`src/rtl/gpio8_pkg.sv`:
```
package gpio8_pkg;
  typedef enum logic [1:0] {
    SEL_NONE = 2'd0,
    SEL_DIR  = 2'd1,
    SEL_DAT  = 2'd2,
    SEL_PUL  = 2'd3
  } reg_sel_e;
endpackage

```
`src/rtl/gpio8_regs.sv`:
```
module gpio8_regs
  import gpio8_pkg::*;
#(
  parameter int W = 8,
  parameter int AW = 16,
  parameter logic [AW-1:0] DIR_ADDR = 16'hFFB4,
  parameter logic [AW-1:0] DAT_ADDR = 16'hFFB6,
  parameter logic [AW-1:0] PUL_ADDR = 16'hFFAE
) (
  input  logic          clk,
  input  logic          rst,
  input  logic          hw_stby,
  input  logic [AW-1:0] addr,
  input  logic          wr,
  input  logic          rd,
  input  logic [W-1:0]  wdata,
  input  logic [W-1:0]  pad_in,
  output logic [W-1:0]  rdata,
  output logic [W-1:0]  dir_q,
  output logic [W-1:0]  dat_q,
  output logic [W-1:0]  pul_q
);
  reg_sel_e sel;
  logic [W-1:0] dat_view;

  always_comb begin
    if (addr == DIR_ADDR)      sel = SEL_DIR;
    else if (addr == DAT_ADDR) sel = SEL_DAT;
    else if (addr == PUL_ADDR) sel = SEL_PUL;
    else                       sel = SEL_NONE;
  end

  // output pins show the latch, input pins show the pad
  assign dat_view = (dat_q & dir_q) | (pad_in & ~dir_q);

  always_ff @(posedge clk) begin
    if (rst || hw_stby)               dir_q <= '0;
    else if (wr && sel == SEL_DIR)    dir_q <= wdata;
  end

  always_ff @(posedge clk) begin
    if (rst) begin
      dat_q <= '0;
      pul_q <= '0;
    end else begin
      if (wr && sel == SEL_DAT) dat_q <= wdata;
      if (wr && sel == SEL_PUL) pul_q <= wdata;
    end
  end

  always_ff @(posedge clk) begin
    if (rst || !rd) rdata <= '0;
    else begin
      case (sel)
        SEL_DIR: rdata <= '1;
        SEL_DAT: rdata <= dat_view;
        SEL_PUL: rdata <= pul_q;
        default: rdata <= '0;
      endcase
    end
  end

  a_r2_dir_reads_ones: assert property (@(posedge clk) disable iff (rst)
    (rd && addr == DIR_ADDR) |=> (rdata == {W{1'b1}}));

  a_r9_hw_clears_dir: assert property (@(posedge clk) disable iff (rst)
    hw_stby |=> (dir_q == '0));

  a_r10_r11_no_stray_write: assert property (@(posedge clk) disable iff (rst)
    (!hw_stby && !(wr && (addr == DIR_ADDR || addr == DAT_ADDR || addr == PUL_ADDR)))
      |=> ($stable(dir_q) && $stable(dat_q) && $stable(pul_q)));

  a_r12_idle_read_zero: assert property (@(posedge clk) disable iff (rst)
    !rd |=> (rdata == '0));
endmodule

```
`src/rtl/gpio8_pads.sv`:
```
module gpio8_pads #(
  parameter int W = 8
) (
  input  logic         ext_bus_mode,
  input  logic         quiet,
  input  logic [W-1:0] dir_q,
  input  logic [W-1:0] dat_q,
  input  logic [W-1:0] pul_q,
  input  logic [W-1:0] bus_wdata,
  input  logic         bus_oe,
  input  logic [W-1:0] pad_in,
  output logic [W-1:0] bus_rdata,
  output logic [W-1:0] pad_out,
  output logic [W-1:0] pad_oe,
  output logic [W-1:0] pad_pu
);
  for (genvar i = 0; i < W; i++) begin : g_pin
    assign pad_out[i]   = ext_bus_mode ? bus_wdata[i] : dat_q[i];
    assign pad_oe[i]    = ext_bus_mode ? (bus_oe & ~quiet) : dir_q[i];
    assign pad_pu[i]    = ~ext_bus_mode & pul_q[i] & ~dir_q[i];
    assign bus_rdata[i] = ext_bus_mode & pad_in[i];
  end

  always_comb begin
    a_r6_pullup_only_on_inputs: assert ((pad_pu & pad_oe) == '0);
  end
endmodule

```
`src/rtl/gpio8_port.sv`:
```
module gpio8_port #(
  parameter int W = 8,
  parameter int AW = 16,
  parameter logic [AW-1:0] DIR_ADDR = 16'hFFB4,
  parameter logic [AW-1:0] DAT_ADDR = 16'hFFB6,
  parameter logic [AW-1:0] PUL_ADDR = 16'hFFAE
) (
  input  logic          clk,
  input  logic          rst,
  input  logic          ext_bus_mode,
  input  logic          hw_stby,
  input  logic          sw_stby,
  input  logic [AW-1:0] reg_addr,
  input  logic          reg_wr,
  input  logic          reg_rd,
  input  logic [W-1:0]  reg_wdata,
  output logic [W-1:0]  reg_rdata,
  input  logic [W-1:0]  bus_wdata,
  input  logic          bus_oe,
  output logic [W-1:0]  bus_rdata,
  input  logic [W-1:0]  pad_in,
  output logic [W-1:0]  pad_out,
  output logic [W-1:0]  pad_oe,
  output logic [W-1:0]  pad_pu
);
  logic [W-1:0] dir_q, dat_q, pul_q;
  logic quiet;

  assign quiet = rst | hw_stby | sw_stby;

  gpio8_regs #(.W(W), .AW(AW), .DIR_ADDR(DIR_ADDR), .DAT_ADDR(DAT_ADDR),
               .PUL_ADDR(PUL_ADDR)) u_regs (
    .clk(clk), .rst(rst), .hw_stby(hw_stby), .addr(reg_addr), .wr(reg_wr),
    .rd(reg_rd), .wdata(reg_wdata), .pad_in(pad_in), .rdata(reg_rdata),
    .dir_q(dir_q), .dat_q(dat_q), .pul_q(pul_q)
  );

  gpio8_pads #(.W(W)) u_pads (
    .ext_bus_mode(ext_bus_mode), .quiet(quiet), .dir_q(dir_q), .dat_q(dat_q),
    .pul_q(pul_q), .bus_wdata(bus_wdata), .bus_oe(bus_oe), .pad_in(pad_in),
    .bus_rdata(bus_rdata), .pad_out(pad_out), .pad_oe(pad_oe), .pad_pu(pad_pu)
  );

  a_r8_bus_quiet: assert property (@(posedge clk) disable iff (rst)
    (ext_bus_mode && (hw_stby || sw_stby)) |-> (pad_oe == '0));

  a_r10_sw_keeps_drive: assert property (@(posedge clk) disable iff (rst)
    (!ext_bus_mode && $past(!ext_bus_mode) && sw_stby && $past(sw_stby)
     && !$past(hw_stby) && !$past(reg_wr)) |-> $stable(pad_oe));
endmodule

```
`config.mk`:
```
export PLATFORM = sky130hd
export DESIGN_NAME = gpio8_port
export DESIGN_NICKNAME = d
export VERILOG_FILES = /design/src/rtl/gpio8_pkg.sv /design/src/rtl/gpio8_regs.sv /design/src/rtl/gpio8_pads.sv /design/src/rtl/gpio8_port.sv
export SDC_FILE = /design/constraint.sdc
export NUM_CORES = 1
export LEC_CHECK = 0
export CORE_ASPECT_RATIO = 1.1
export CORE_MARGIN = 2
export CORE_UTILIZATION = 40
export DETAILED_ROUTE_END_ITERATION = 10
export PLACE_DENSITY = 0.84
export SKIP_LAST_GASP = 1
export SYNTH_ARGS = -nofsm -noshare
export SYNTH_HDL_FRONTEND = slang
export SYNTH_SLANG_ARGS = --single-unit
```
`constraint.sdc`:
```
create_clock -name clk -period 1.9 [get_ports clk]
set_input_delay 0.475 -clock clk [delete_from_list [all_inputs] [get_ports clk]]
set_output_delay 0.475 -clock clk [all_outputs]
set_load 0.01 [all_outputs]
```
* Word level (Yosys, flattened, before mapping)
Index checks and enable logic that the tools add are counted.
Storage, ports and cells: flip-flop bits (word level) 32, output and inout bits 40
Operators by class: equality and inequality tests 6, multiplexer cells 20, bitwise gates (word level) 41, reductions and logical operators 6
Operators by type and width (count):
- 16-bit equality test, second input constant | 3
- 1-bit AND | 25
- 8-bit case mux with 3 select lines | 1
- 8-bit AND | 2
- 1-bit 2-to-1 mux | 16
- 1-bit NOT | 10
- 8-bit NOT | 1
- 8-bit bitwise OR | 1
- 2-bit 2-to-1 mux | 3
- 2-bit equality test, second input constant | 2
- 1-bit logical AND | 3
- 2-bit by 1-bit equality test with 1-bit output, second input constant | 1
- 1-bit logical OR | 2
- 1-bit bitwise OR | 2
- 1-bit zero test | 1

* Longest topological paths before layout
depth after elaboration 6, mapped depth 5, mapped depth without buffers 4

* Cells and area by module
From an unflattened synthesis, not the netlist that was laid out.
Unflattened totals: cell total of the unflattened synthesis 200, area total of the unflattened synthesis 1767.9 µm²
By module, submodules not included:
- gpio8_regs | times used 1, cells an instance 154, area each 1430.1 µm², seq. area each 640.6 µm²
- gpio8_pads | times used 1, cells an instance 45, area each 331.6 µm², seq. area each 0.0 µm²
- gpio8_port | times used 1, cells an instance 1, area each 6.3 µm², seq. area each 0.0 µm²

* Worst setup path before layout
Ideal clock, no wire load.
path type input to output, start point input port ext_bus_mode, end point output port pad_out[0], arrival time 1.348 ns, required time 1.425 ns, setup slack 0.077 ns, stages 3, buffers on the path 2, path through clkbuf_1 clkbuf_1 mux2_2
On the way: longest elaborated chain between the ends 1
Ends and longest elaborated chain:
- start, declared | RTL line gpio8_port.sv:10 | input logic ext_bus_mode,
- 1-bit 2-to-1 mux | RTL line gpio8_pads.sv:18 | assign pad_out[i] = ext_bus_mode ? bus_wdata[i] : dat_q[i];
- end, declared | RTL line gpio8_port.sv:22 | output logic [W-1:0] pad_out,
No other way between the ends.

* Worst setup path in the final report
start point input port bus_wdata[4], end point output port pad_out[4]
On the way: longest elaborated chain between the ends 1
Ends and longest elaborated chain:
- start, declared | RTL line gpio8_port.sv:18 | input logic [W-1:0] bus_wdata,
- 1-bit 2-to-1 mux | RTL line gpio8_pads.sv:18
No other way between the ends.

==> results.json <==
{
  "run_status": "finished, final reports clean",
  "antenna_found_initial": 0,
  "syn-num-nets": 238,
  "fmax_mhz": 531,
  "h-tree-depth": 2,
  "grt_max_degree": 26,
  "die-area_sq_mm": 0.00490,
  "hold_class": "flop to flop",
  "placementRows": 25,
  "synth_top_area_frac": 0.368,
  "worst_clock_skew_ps": 4.46,
  "clockBufferDepth": 2,
  "yosysTopAreaCell": "dfxtp_1",
  "worst_pin_slew_ps": 503,
  "p_clk_frac": 0.410,
  "worstSetupStartpointType": "primary input",
  "drv_slew": 0,
  "cts_buffers": 5,
  "area_delta_synth_final_pct": 68.0,
  "p_sw_uw": 338,
  "ios": 88,
  "insertion_delay_ps": 280,
  "dp_cells": 343,
  "cp_max_fo": 1,
  "num_antenna_cells": 0,
  "fin_crit_ps": 1880,
  "grt_pass1_wl_mm": 8.58,
  "avgViaCountPerCell": 5.11,
  "cellLeakagePower_nw": 1.19,
  "port_buffers": 87,
  "max-slew-margin-rel": 0.664,
  "instances_no_fill": 358,
  "rr_worst_depth": 2,
  "endpoint_kind": "primary output",
  "dr_wl_met3_microns": 323,
  "dp_slack_ps": -632,
  "clockRootBuffer": "clkbuf_8",
  "drtIter0Drc": 86,
  "drive_above_1_share": 0.247,
  "top_layer": "met4",
  "die_w_microns": 66.9,
  "grt_overflow": 0,
  "cts_tree": "done",
  "grt_pass1_vias": 1871,
  "wl_met1_mm": 2.24,
  "ys_ff_latch": 32,
  "hold_depth": 2,
  "ir_drop_v": 0.000337,
  "synth.area.top_cells": "dfxtp_1, mux2_2, mux2i_1, nand2b_1, a221o_1",
  "vias": 1829,
  "crit_type": "primary input to primary output",
  "drc": 0,
  "fin_ws_ps": 18.5,
  "rsz0062_at_grt": "no",
  "clk_pin_slew_worst_paths_ps": 60,
  "synth-warning-count": 0,
  "power_frac_seq": 0.431,
  "synth_cell_types": 26,
  "internal-power_mw": 1.22,
  "first_pass_iters": 4,
  "synth_area_per_cell_sq_um": 9.17,
  "fp.dieH_microns": 73.2,
  "cts_hold_buffers": 0,
  "arrival_ps": 1410,
  "drtAntennaViolNets": 0,
  "cts_num_sinks": 32,
  "coreArea_sq_mm": 0.00425,
  "crit_required_ps": 1420,
  "ys_seq_area_frac": 0.368,
  "num-nets-final": 351,
  "wl_per_cell_microns": 15.3,
  "power_density_mw_per_mm2": 531,
  "start_util": 0.409,
  "wl_met2_mm": 2.80,
  "setup-violations-final": 0,
  "comb_power_share": 0.159,
  "fin_crit_sh": 0.990,
  "post-dp-hpwl_mm": 3.76,
  "syn-instance-count": 190,
  "grt_usage": 0.234,
  "hold_viol": 0,
  "switching_share": 0.217,
  "syn_area_sq_mm": 0.00174,
  "routed_wirelength_mm": 5.48,
  "drv_cap": 0,
  "gp_congestion": 0.848
}
==> area by class of cell <==
| class | count | area, sq um |
|---|---|---|
| clock buffer | 6 | 72.6 |
| sequential | 32 | 641 |
| tap | 54 | 67.6 |
| fill | 346 | 1330 |
| clock inverter | 2 | 35.0 |
| timing repair buffer | 114 | 1020 |
| inverter | 8 | 30.0 |
| multi-input combinational | 142 | 1060 |
==> state kept, by name, summed over array words and instances, names as in the netlist <==
name          flops
u_regs.rdata      8
u_regs.dir_q      8
u_regs.dat_q      8
u_regs.pul_q      8
==> power groups by stage <==
stage / Sequential [mW] / Combinational, mW / Clock, mW
after global routing: 0.670 / 0.265 / 0.666
after CTS: 0.671 / 0.245 / 0.639
after global placement: 0.686 / 0.244 / 0
after detailed placement: 0.686 / 0.248 / 0
final: 0.671 / 0.247 / 0.637
after floorplan: 0.686 / 0.0784 / 0
==> final timing paths <==
check                       start         endpoint  slack [ps]
setup / recovery     bus_wdata[4]       pad_out[4]          20
setup reg to reg  u_regs.dir_q[7]  u_regs.rdata[7]         720
hold reg to reg   u_regs.pul_q[0]  u_regs.pul_q[0]         490
hold / removal    u_regs.pul_q[0]  u_regs.pul_q[0]         490
==> synthesized netlist by cell type, drive strengths merged <==
| cell | n |
|---|---|
| inv | 8 |
| nor2 | 4 |
| a221o | 8 |
| nand4b | 1 |
| clkbuf | 6 |
| buf | 2 |
| nand2 | 21 |
| mux2 | 16 |
| and4 | 2 |
| nand4 | 2 |
| and3b | 1 |
| and2 | 8 |
| or2 | 1 |
| dfxtp | 32 |
| nand2b | 17 |
| mux2i | 16 |
| nor3b | 8 |
| and4bb | 2 |
| o21ai | 24 |
| nor2b | 9 |
| nor3 | 2 |
==> cell families after synthesis <==
family,synth area share
simple gates,0.286
compound gates,0.115
flops,0.368
buf+inv,0.0359
mux,0.195
==> layer usage <==
layer / track usage / vias up
li1: - / 891
met1: 0.287 / 853
met2: 0.401 / 74
met3: 0.0417 / 11
met4: 0.0930 / 0
met5: 0 / -
==> placed cells by master, fill, tap and decap left out <==
| master | netlist | final |
|---|---|---|
| clkbuf_8 | 0 | 5 |
| nor2_2 | 0 | 3 |
| and3b_2 | 1 | 1 |
| nor3_4 | 1 | 2 |
| clkdlybuf4s50_1 | 0 | 50 |
| buf_12 | 0 | 1 |
| nor2b_1 | 9 | 9 |
| clkbuf_1 | 6 | 1 |
| bufinv_16 | 0 | 1 |
| buf_2 | 2 | 10 |
| nand4_4 | 1 | 1 |
| buf_4 | 0 | 22 |
| o21ai_0 | 16 | 13 |
| o21ai_2 | 0 | 3 |
| or2_1 | 0 | 1 |
| and4bb_2 | 2 | 2 |
| inv_1 | 8 | 8 |
| dfxtp_1 | 32 | 32 |
| nor3b_1 | 8 | 8 |
| o21ai_1 | 8 | 8 |
| and4_1 | 2 | 2 |
| clkinv_2 | 0 | 1 |
| nand2b_1 | 17 | 17 |
| nand4b_1 | 1 | 1 |
| and2_1 | 8 | 8 |
| clkdlybuf4s15_1 | 0 | 7 |
| buf_6 | 0 | 3 |
| nand2_1 | 20 | 20 |
| dlygate4sd2_1 | 0 | 19 |
| nor2_4 | 1 | 1 |
| nand2_2 | 1 | 1 |
| clkbuf_2 | 0 | 2 |
| a221o_1 | 8 | 8 |
| mux2i_1 | 16 | 16 |
| nand4_1 | 1 | 1 |
| mux2_2 | 16 | 16 |
==> worst max-delay path, stage by stage <==
cell             delay, ps
clkdlybuf4s50_1        390
mux2_2                 260
dlygate4sd2_1          280
==> repair_timing <==
item / CTS / global route
pin swaps: 1 / 2
endpoints found under the setup margin: 40 / 34
endpoints found under the hold margin: 0 / 0
gates cloned: 2 / 0
gates resized for setup: 73 / 17
setup buffers: 5 / 0
==> per-stage QoR <==
stage / setup TNS (ps) / cell area [sq um] / util / hold slack, ps / power (mW)
6_report: 0 / 2930 / 0.688 / 495 / 1.55
5_1_grt: 0 / 2930 / 0.688 / 515 / 1.60
4_1_cts: -30.7 / 2910 / 0.684 / 495 / 1.55
3_5_place_dp: -24060 / 2810 / 0.661 / 486 / 0.934
3_3_place_gp: -23950 / 2810 / 0.661 / 472 / 0.930
2_1_floorplan: 0 / 1740 / - / 457 / 0.764
Note: power is estimated with default switching activity, not from simulation.
